`src/rtl/dma_regs_pkg.sv`:
```
package dma_regs_pkg;
  // Decoded register-write intents passed from control to datapath
  typedef struct packed {
    logic       cmdWr;    // command byte written this cycle
    logic       statWr;   // status byte written this cycle
    logic       startVal; // new start bit value
    logic       clrInt;   // write-one to interrupt flag
    logic       clrErr;   // write-one to error flag
    logic [1:0] capVal;   // new capability flags {drive1, drive0}
  } regStrobes_t;
endpackage

```
`src/rtl/dma_regs_ctrl.sv`:
```
module dma_regs_ctrl
  import dma_regs_pkg::*;
#(
  parameter int ADDR_W   = 2,
  parameter int CMD_OFS  = 0,
  parameter int STAT_OFS = 2
) (
  input  logic              regWrEn,
  input  logic [ADDR_W-1:0] regAddr,
  input  logic [7:0]        regWrData,
  input  logic [7:0]        cmdByte,
  input  logic [7:0]        statByte,
  output regStrobes_t       strobes,
  output logic [7:0]        regRdData
);
  localparam logic [ADDR_W-1:0] CMD_A  = ADDR_W'(CMD_OFS);
  localparam logic [ADDR_W-1:0] STAT_A = ADDR_W'(STAT_OFS);

  logic hitCmd, hitStat;
  assign hitCmd  = (regAddr == CMD_A);
  assign hitStat = (regAddr == STAT_A);

  always_comb begin
    strobes.cmdWr    = regWrEn && hitCmd;
    strobes.statWr   = regWrEn && hitStat;
    strobes.startVal = regWrData[0];
    strobes.clrInt   = regWrEn && hitStat && regWrData[2];
    strobes.clrErr   = regWrEn && hitStat && regWrData[1];
    strobes.capVal   = regWrData[6:5];
  end

  always_comb begin
    if (hitCmd)       regRdData = cmdByte;
    else if (hitStat) regRdData = statByte;
    else              regRdData = 8'h00;
  end

  // reserved and simplex bits of the status byte never read as 1
  always_comb begin
    if (hitStat) assert_rsvd_zero_R2: assert (regRdData[7] == 1'b0 && regRdData[4:3] == 2'b00);
  end
endmodule

```
`src/rtl/dma_regs_dp.sv`:
```
module dma_regs_dp
  import dma_regs_pkg::*;
#(
  parameter int NUM_FAULT = 3
) (
  input  logic                 clk,
  input  logic                 rstN,
  input  regStrobes_t          strobes,
  input  logic                 devIrq,
  input  logic                 eotDone,
  input  logic [NUM_FAULT-1:0] busFault,
  output logic [7:0]           cmdByte,
  output logic [7:0]           statByte,
  output logic                 runEnable,
  output logic                 irqReq
);
  logic       startBit, activeFlag, errFlag, intFlag;
  logic [1:0] capBits;
  logic       anyFault;

  assign anyFault = |busFault;

  always_ff @(posedge clk) begin
    if (!rstN) begin
      startBit   <= 1'b0;
      activeFlag <= 1'b0;
      errFlag    <= 1'b0;
      intFlag    <= 1'b0;
      capBits    <= 2'b00;
    end else begin
      if (strobes.cmdWr) begin
        startBit   <= strobes.startVal;
        activeFlag <= strobes.startVal;
      end else if (eotDone) begin
        activeFlag <= 1'b0;
      end
      if (strobes.statWr) capBits <= strobes.capVal;
      // hardware set takes priority over software clear
      if (devIrq)              intFlag <= 1'b1;
      else if (strobes.clrInt) intFlag <= 1'b0;
      if (anyFault)            errFlag <= 1'b1;
      else if (strobes.clrErr) errFlag <= 1'b0;
    end
  end

  assign cmdByte   = {7'b0, startBit};
  assign statByte  = {1'b0, capBits, 2'b00, intFlag, errFlag, activeFlag};
  assign runEnable = activeFlag;
  assign irqReq    = intFlag;

  assert_start_sets_active_R7: assert property (@(posedge clk) disable iff (!rstN)
    strobes.cmdWr && strobes.startVal |=> runEnable);
  assert_stop_clears_active_R9: assert property (@(posedge clk) disable iff (!rstN)
    strobes.cmdWr && !strobes.startVal |=> !runEnable && !cmdByte[0]);
  assert_eot_clears_active_R8: assert property (@(posedge clk) disable iff (!rstN)
    eotDone && !strobes.cmdWr |=> !runEnable && $stable(cmdByte));
  assert_irq_sets_R4: assert property (@(posedge clk) disable iff (!rstN)
    devIrq |=> irqReq && statByte[2]);
  assert_fault_sets_err_R6: assert property (@(posedge clk) disable iff (!rstN)
    anyFault |=> statByte[1]);
  assert_w1c_int_R5: assert property (@(posedge clk) disable iff (!rstN)
    strobes.clrInt && !devIrq |=> !statByte[2]);
  assert_cap_load_R3: assert property (@(posedge clk) disable iff (!rstN)
    strobes.statWr |=> statByte[6:5] == $past(strobes.capVal));
endmodule

```
`src/rtl/dma_chan_regs.sv`:
```
module dma_chan_regs
  import dma_regs_pkg::*;
#(
  parameter int ADDR_W    = 2,
  parameter int CMD_OFS   = 0,
  parameter int STAT_OFS  = 2,
  parameter int NUM_FAULT = 3
) (
  input  logic                 clk,
  input  logic                 rstN,
  input  logic                 regWrEn,
  input  logic [ADDR_W-1:0]    regAddr,
  input  logic [7:0]           regWrData,
  output logic [7:0]           regRdData,
  input  logic                 devIrq,
  input  logic                 eotDone,
  input  logic [NUM_FAULT-1:0] busFault,
  output logic                 runEnable,
  output logic                 irqReq
);
  regStrobes_t strobes;
  logic [7:0]  cmdByte, statByte;

  dma_regs_ctrl #(.ADDR_W(ADDR_W), .CMD_OFS(CMD_OFS), .STAT_OFS(STAT_OFS)) ctrl_i (
    .regWrEn(regWrEn), .regAddr(regAddr), .regWrData(regWrData),
    .cmdByte(cmdByte), .statByte(statByte), .strobes(strobes), .regRdData(regRdData));

  dma_regs_dp #(.NUM_FAULT(NUM_FAULT)) dp_i (
    .clk(clk), .rstN(rstN), .strobes(strobes), .devIrq(devIrq), .eotDone(eotDone),
    .busFault(busFault), .cmdByte(cmdByte), .statByte(statByte),
    .runEnable(runEnable), .irqReq(irqReq));
endmodule

```
`config.mk`:
```
export PLATFORM = sky130hd
export DESIGN_NAME = dma_chan_regs
export DESIGN_NICKNAME = d
export VERILOG_FILES = /design/src/rtl/dma_regs_pkg.sv /design/src/rtl/dma_regs_ctrl.sv /design/src/rtl/dma_regs_dp.sv /design/src/rtl/dma_chan_regs.sv
export SDC_FILE = /design/constraint.sdc
export NUM_CORES = 1
export LEC_CHECK = 0
export ABC_AREA = 1
export BUFFER_PORTS_ARGS = -buffer_cell sky130_fd_sc_hd__buf_2
export CAP_MARGIN = 20
export CORE_AREA = 2 2 39 41
export DETAILED_ROUTE_END_ITERATION = 12
export DIE_AREA = 0 0 41 43
export PLACE_DENSITY = 0.65
export SLEW_MARGIN = 40
export SYNTH_ARGS = -nofsm -noshare
export SYNTH_HDL_FRONTEND = slang
export SYNTH_SLANG_ARGS = --single-unit
```
`constraint.sdc`:
```
create_clock -name clk -period 1.1 [get_ports clk]
set_clock_uncertainty 0.2 [all_clocks]
set_input_delay 0.165 -clock clk [delete_from_list [all_inputs] [get_ports clk]]
set_output_delay 0.165 -clock clk [all_outputs]
set_load 0.03 [all_outputs]
```
# After elaboration in Yosys (flattened, before gate mapping)
# Index checks and enable logic that the tools add are counted.
[totals] output_inout_bits=10 inputBits=18 regBits=6
[classes] eq_ne=1 muxes=8 n_reduce_logical=9
[op_table] cell="$mux 8" count=1
[op_table] cell="$mux 7" count=1
[op_table] cell="$mux 1" count=6
[op_table] cell="$reduce_bool 2->1" count=3
[op_table] cell="$logic_and 1x1->1" count=4
[op_table] cell="$reduce_or 3->1" count=1
[op_table] cell="$eq 2x2->1 const B" count=1
[op_table] cell="$logic_not 2->1" count=1

# Longest topological paths before layout
[depth] ltp_word=5 depth_mapped=5

# Modules after synthesis
# A second synthesis with hierarchy kept.
[unflattened] hier_cells=84 area_unflattened_um2=536.8
[modules_own_cells] module="dma_regs_dp" cells_each=46 area_each_um2=337.8 instances=1
[modules_own_cells] module="dma_regs_ctrl" cells_each=38 area_each_um2=198.9 instances=1

# Worst setup path after synthesis
# Ideal clock, no wire load.
[synth_path] kind="flip-flop to output port" from="register dp_i.activeFlag (netlist: dp_i.runEnable)" to="output port regRdData[0]" arrival_time_ns=1.050 stages_incl_launch_ff=3 setup_slack_ns=-0.315 t_required_ns=0.735 cell_sequence="dfxtp_1 -> inv_1 -> o21ai_1"
[synth_between] elab_chain_cells=2
[synth_lines] element="start, declared" line_no="dma_regs_dp.sv:17" rtl="logic startBit, activeFlag, errFlag, intFlag;"
[synth_lines] element="start signal, assigned" line_no="dma_regs_dp.sv:33" rtl="activeFlag <= strobes.startVal;"
[synth_lines] element="$mux 7" line_no="dma_regs_ctrl.sv:34" rtl="else if (hitStat) regRdData = statByte;"
[synth_lines] element="$mux 8" line_no="dma_regs_ctrl.sv:33" rtl="if (hitCmd) regRdData = cmdByte;"
[synth_lines] element="end, declared" line_no="dma_chan_regs.sv:14" rtl="output logic [7:0] regRdData,"
# Every way passes these cells.

# Final worst setup path
# Ends and elaborated chain as after synthesis.

==> out/metrics.csv <==
stage,metric,value,unit
synth,synth_common_cells,"nand2_1, nor2_1, inv_1",
placement,place_hpwl,641.8,microns
die,io_pins,28,
drt,post-route-drc-count,0,
synth,synth_cells,49,
pwr,combPwrFrac,0.283,
cts,cts_sinks,6,
pwr,ir_drop,0.5948,mV
layout,layout.nets,106,
run_status,violations,"hold timing, setup timing",
sta,setup_slack,-0.1217,ns
synth,ys_async_sr_fraction,0,
drt,num_vias,423,
synth,syn-cell-area,321.6,sq um
sta,fin_setup_tns,-0.5001,ns
pwr,power_frac_seq,0.387,
drt,viasPerCell,4.147,
drt,detail-route-antenna-nets,0,
pwr,netSwitchingFraction,0.2875,
cts,cts_buffer_depth,2,
drt,finalWirelength,939,microns
sta,whs,-0.02484,ns
synth,synth.ff_latch_count,6,
cts,cts_buffers,3,
sta,setup_viol,7,
critical_path,crit_type,flop to output pin,
cts,clk_latency,0.24,ns
synth,synth_edf_count,0,
critical_path,crit_arrival,0.86,ns
cts,cts.clk_slew.worst_paths,0.05,ns
placement,gp_congestion,0.6331,
synth,synth_top_area_frac,0.3735,
cts,htreeDepth,1,
drt,post_drt_wl_per_cell,9.206,microns
synth,yosys.area_share.simple,0.3619,
synth,synth_compound_area_frac,0.07782,
die,die_x,41,microns
placement,place.port_buffers,21,
grt,gr-usage-all-layers,0.1177,
cts,cts_root_buf,clkbuf_4,
min_path,hold_path.class,input pin to flop,
synth,synthXorXnorAreaFrac,0,
sta,min_period,1.222,ns
cts,postCtsHoldBufs,5,
synth,synthFlopType,dfxtp_1,
die,fp-row-count,14,
pwr,power.switching,0.0001766,W
critical_path,crit_path_end_kind,output pin,
synth,ys_types,13,
synth,synth_warnings,0,
sta,drv_slew,0,
sta,hold_viol_final,2,
sta,rsz0062_at_grt,yes,
grt,grt_antenna_before_repair,0,
die,coreArea,1384,sq um
grt,grt_first_pass_wirelength,1386,microns
die,die_y,43,microns
grt,grt_pass1_vias,357,
synth,synthMuxAreaShare,0,
drt,drt_iter0_markers,4,
critical_path,critPathRequiredTime,0.73,ns
placement,pre_cts_slack,-0.1058,ns
sta,fin_crit_sh,1.111,
pwr,power_frac_clock,0.330,
synth,yosys-top-cells-area,"dfxtp_1, nand2_1, nor2_1",
pwr,power_leakage,0.3280,nW
grt,grt_max_degree,7,
synth,synth_top_family_by_area,simple AND/OR/NAND/NOR gates,
synth,avgSynthCellArea,6.562,sq um
cts,cts_tree,built,
layout,antenna_cells,0,
synth,synth-seq-area-share,0.3735,
sta,fmax,0.8186,GHz
layout,syn2layout_area_growth,105.8,%
critical_path,crit_fanout,2,
run_status,run_status,finished with violations,
die,start_util,0.2324,
pwr,p_int,0.0004375,W
pwr,pwr_density_cell,927.8,nW/um^2
layout,drive_gt1_frac,0.6395,
drt,drtPass1Iterations,4,
synth,synth-adder-area-share,0,
die,die-area,1763,sq um
synth,synth_top_area_cell,dfxtp_1,
grt,grt_overflow,0,
run,drv_cap,0,
critical_path,start_kind,flop,
-- path summary, 6_finish.rpt --
kind / depth (start not counted) / endpoint / slack [ns] / start
setup / recovery: 3 / regRdData[0] / -0.12 / dp_i.runEnable
hold / removal: 4 / dp_i.runEnable / -0.02 / eotDone
setup reg to reg: 5 / dp_i.capBits[1] / 0.17 / dp_i.capBits[1]
hold reg to reg: 2 / dp_i.startBit / 0.27 / dp_i.startBit
-- cells by family (layout without fill, tap and decap cells) --
family / count (synthesis) / count (layout)
simple gates: 25 / 25
buf+inv: 12 / 47
flops: 6 / 6
compound gates: 5 / 5
other cells: 1 / 3
-- timing repair --
item	in CTS	in global routing
buffers inserted	0	3
endpoints found under the setup margin	7	8
hold endpoints to repair	5	1
gates resized for setup	22	3
pin swaps	4	2
-- power groups by stage --
stage	registers (W)	logic [W]	clock network, W
after floorplan	0.000245	0.0000732	0
after detailed placement	0.000238	0.000134	0
after global routing	0.000238	0.000189	0.000226
final	0.000238	0.000174	0.000202
after global placement	0.000238	0.000131	0
after CTS	0.000238	0.000160	0.000210
-- sequential cells by signal, summed over array words and instances, names as in the netlist --
signal	count
dp_i.runEnable	1
dp_i.startBit	1
dp_i.capBits	2
dp_i.errFlag	1
dp_i.irqReq	1
-- cell usage in the layout, fill, tap and decap left out --
cell type      count
nor3_2             1
conb_1             3
o21ai_4            1
inv_2              7
nor2_2             2
inv_1              2
dlygate4sd3_1      5
nor2_4             2
nor2_1             5
nand4_1            3
clkbuf_4           3
nand3_2            3
a21oi_1            4
buf_6              7
nand2_1            9
dfxtp_2            6
buf_4              8
buf_2             15
-- area by class of cell --
type,count,area (sq um)
repair buffers,35,264.0
clock buffers,3,22.52
multi-input cells,33,193.9
flip-flops and latches,6,127.6
well taps,16,20.02
fillers,143,721.9
inverters,9,33.78
-- stage by stage --
step / total power (W) / util / area (sq um) / instances
final: 0.0006141 / 0.4783 / 661.9 / 102
after global routing: 0.0006538 / 0.4783 / 661.9 / 102
after CTS: 0.0006078 / 0.4521 / 625.6 / 99
after detailed placement: 0.0003718 / 0.3653 / 505.5 / 91
after global placement: 0.0003693 / 0.3653 / 505.5 / 91
after floorplan: 0.0003182 / - / 357.8 / 51
-- layer usage --
layer  track usage  wire length (microns)  vias to the layer above
li1              -                      -                      221
met1        0.1392                    360                      188
met2        0.1844                    499                       14
met3       0.06283                     80                        0
met4       0.02000                      0                        0
met5             0                      0                        -
-- critical path, cell delays in order, from the launching register on --
cell	delay (ns)
dfxtp_2	0.32
inv_2	0.04
o21ai_4	0.11
buf_6	0.14
Note: power is estimated with default switching activity, not from simulation.
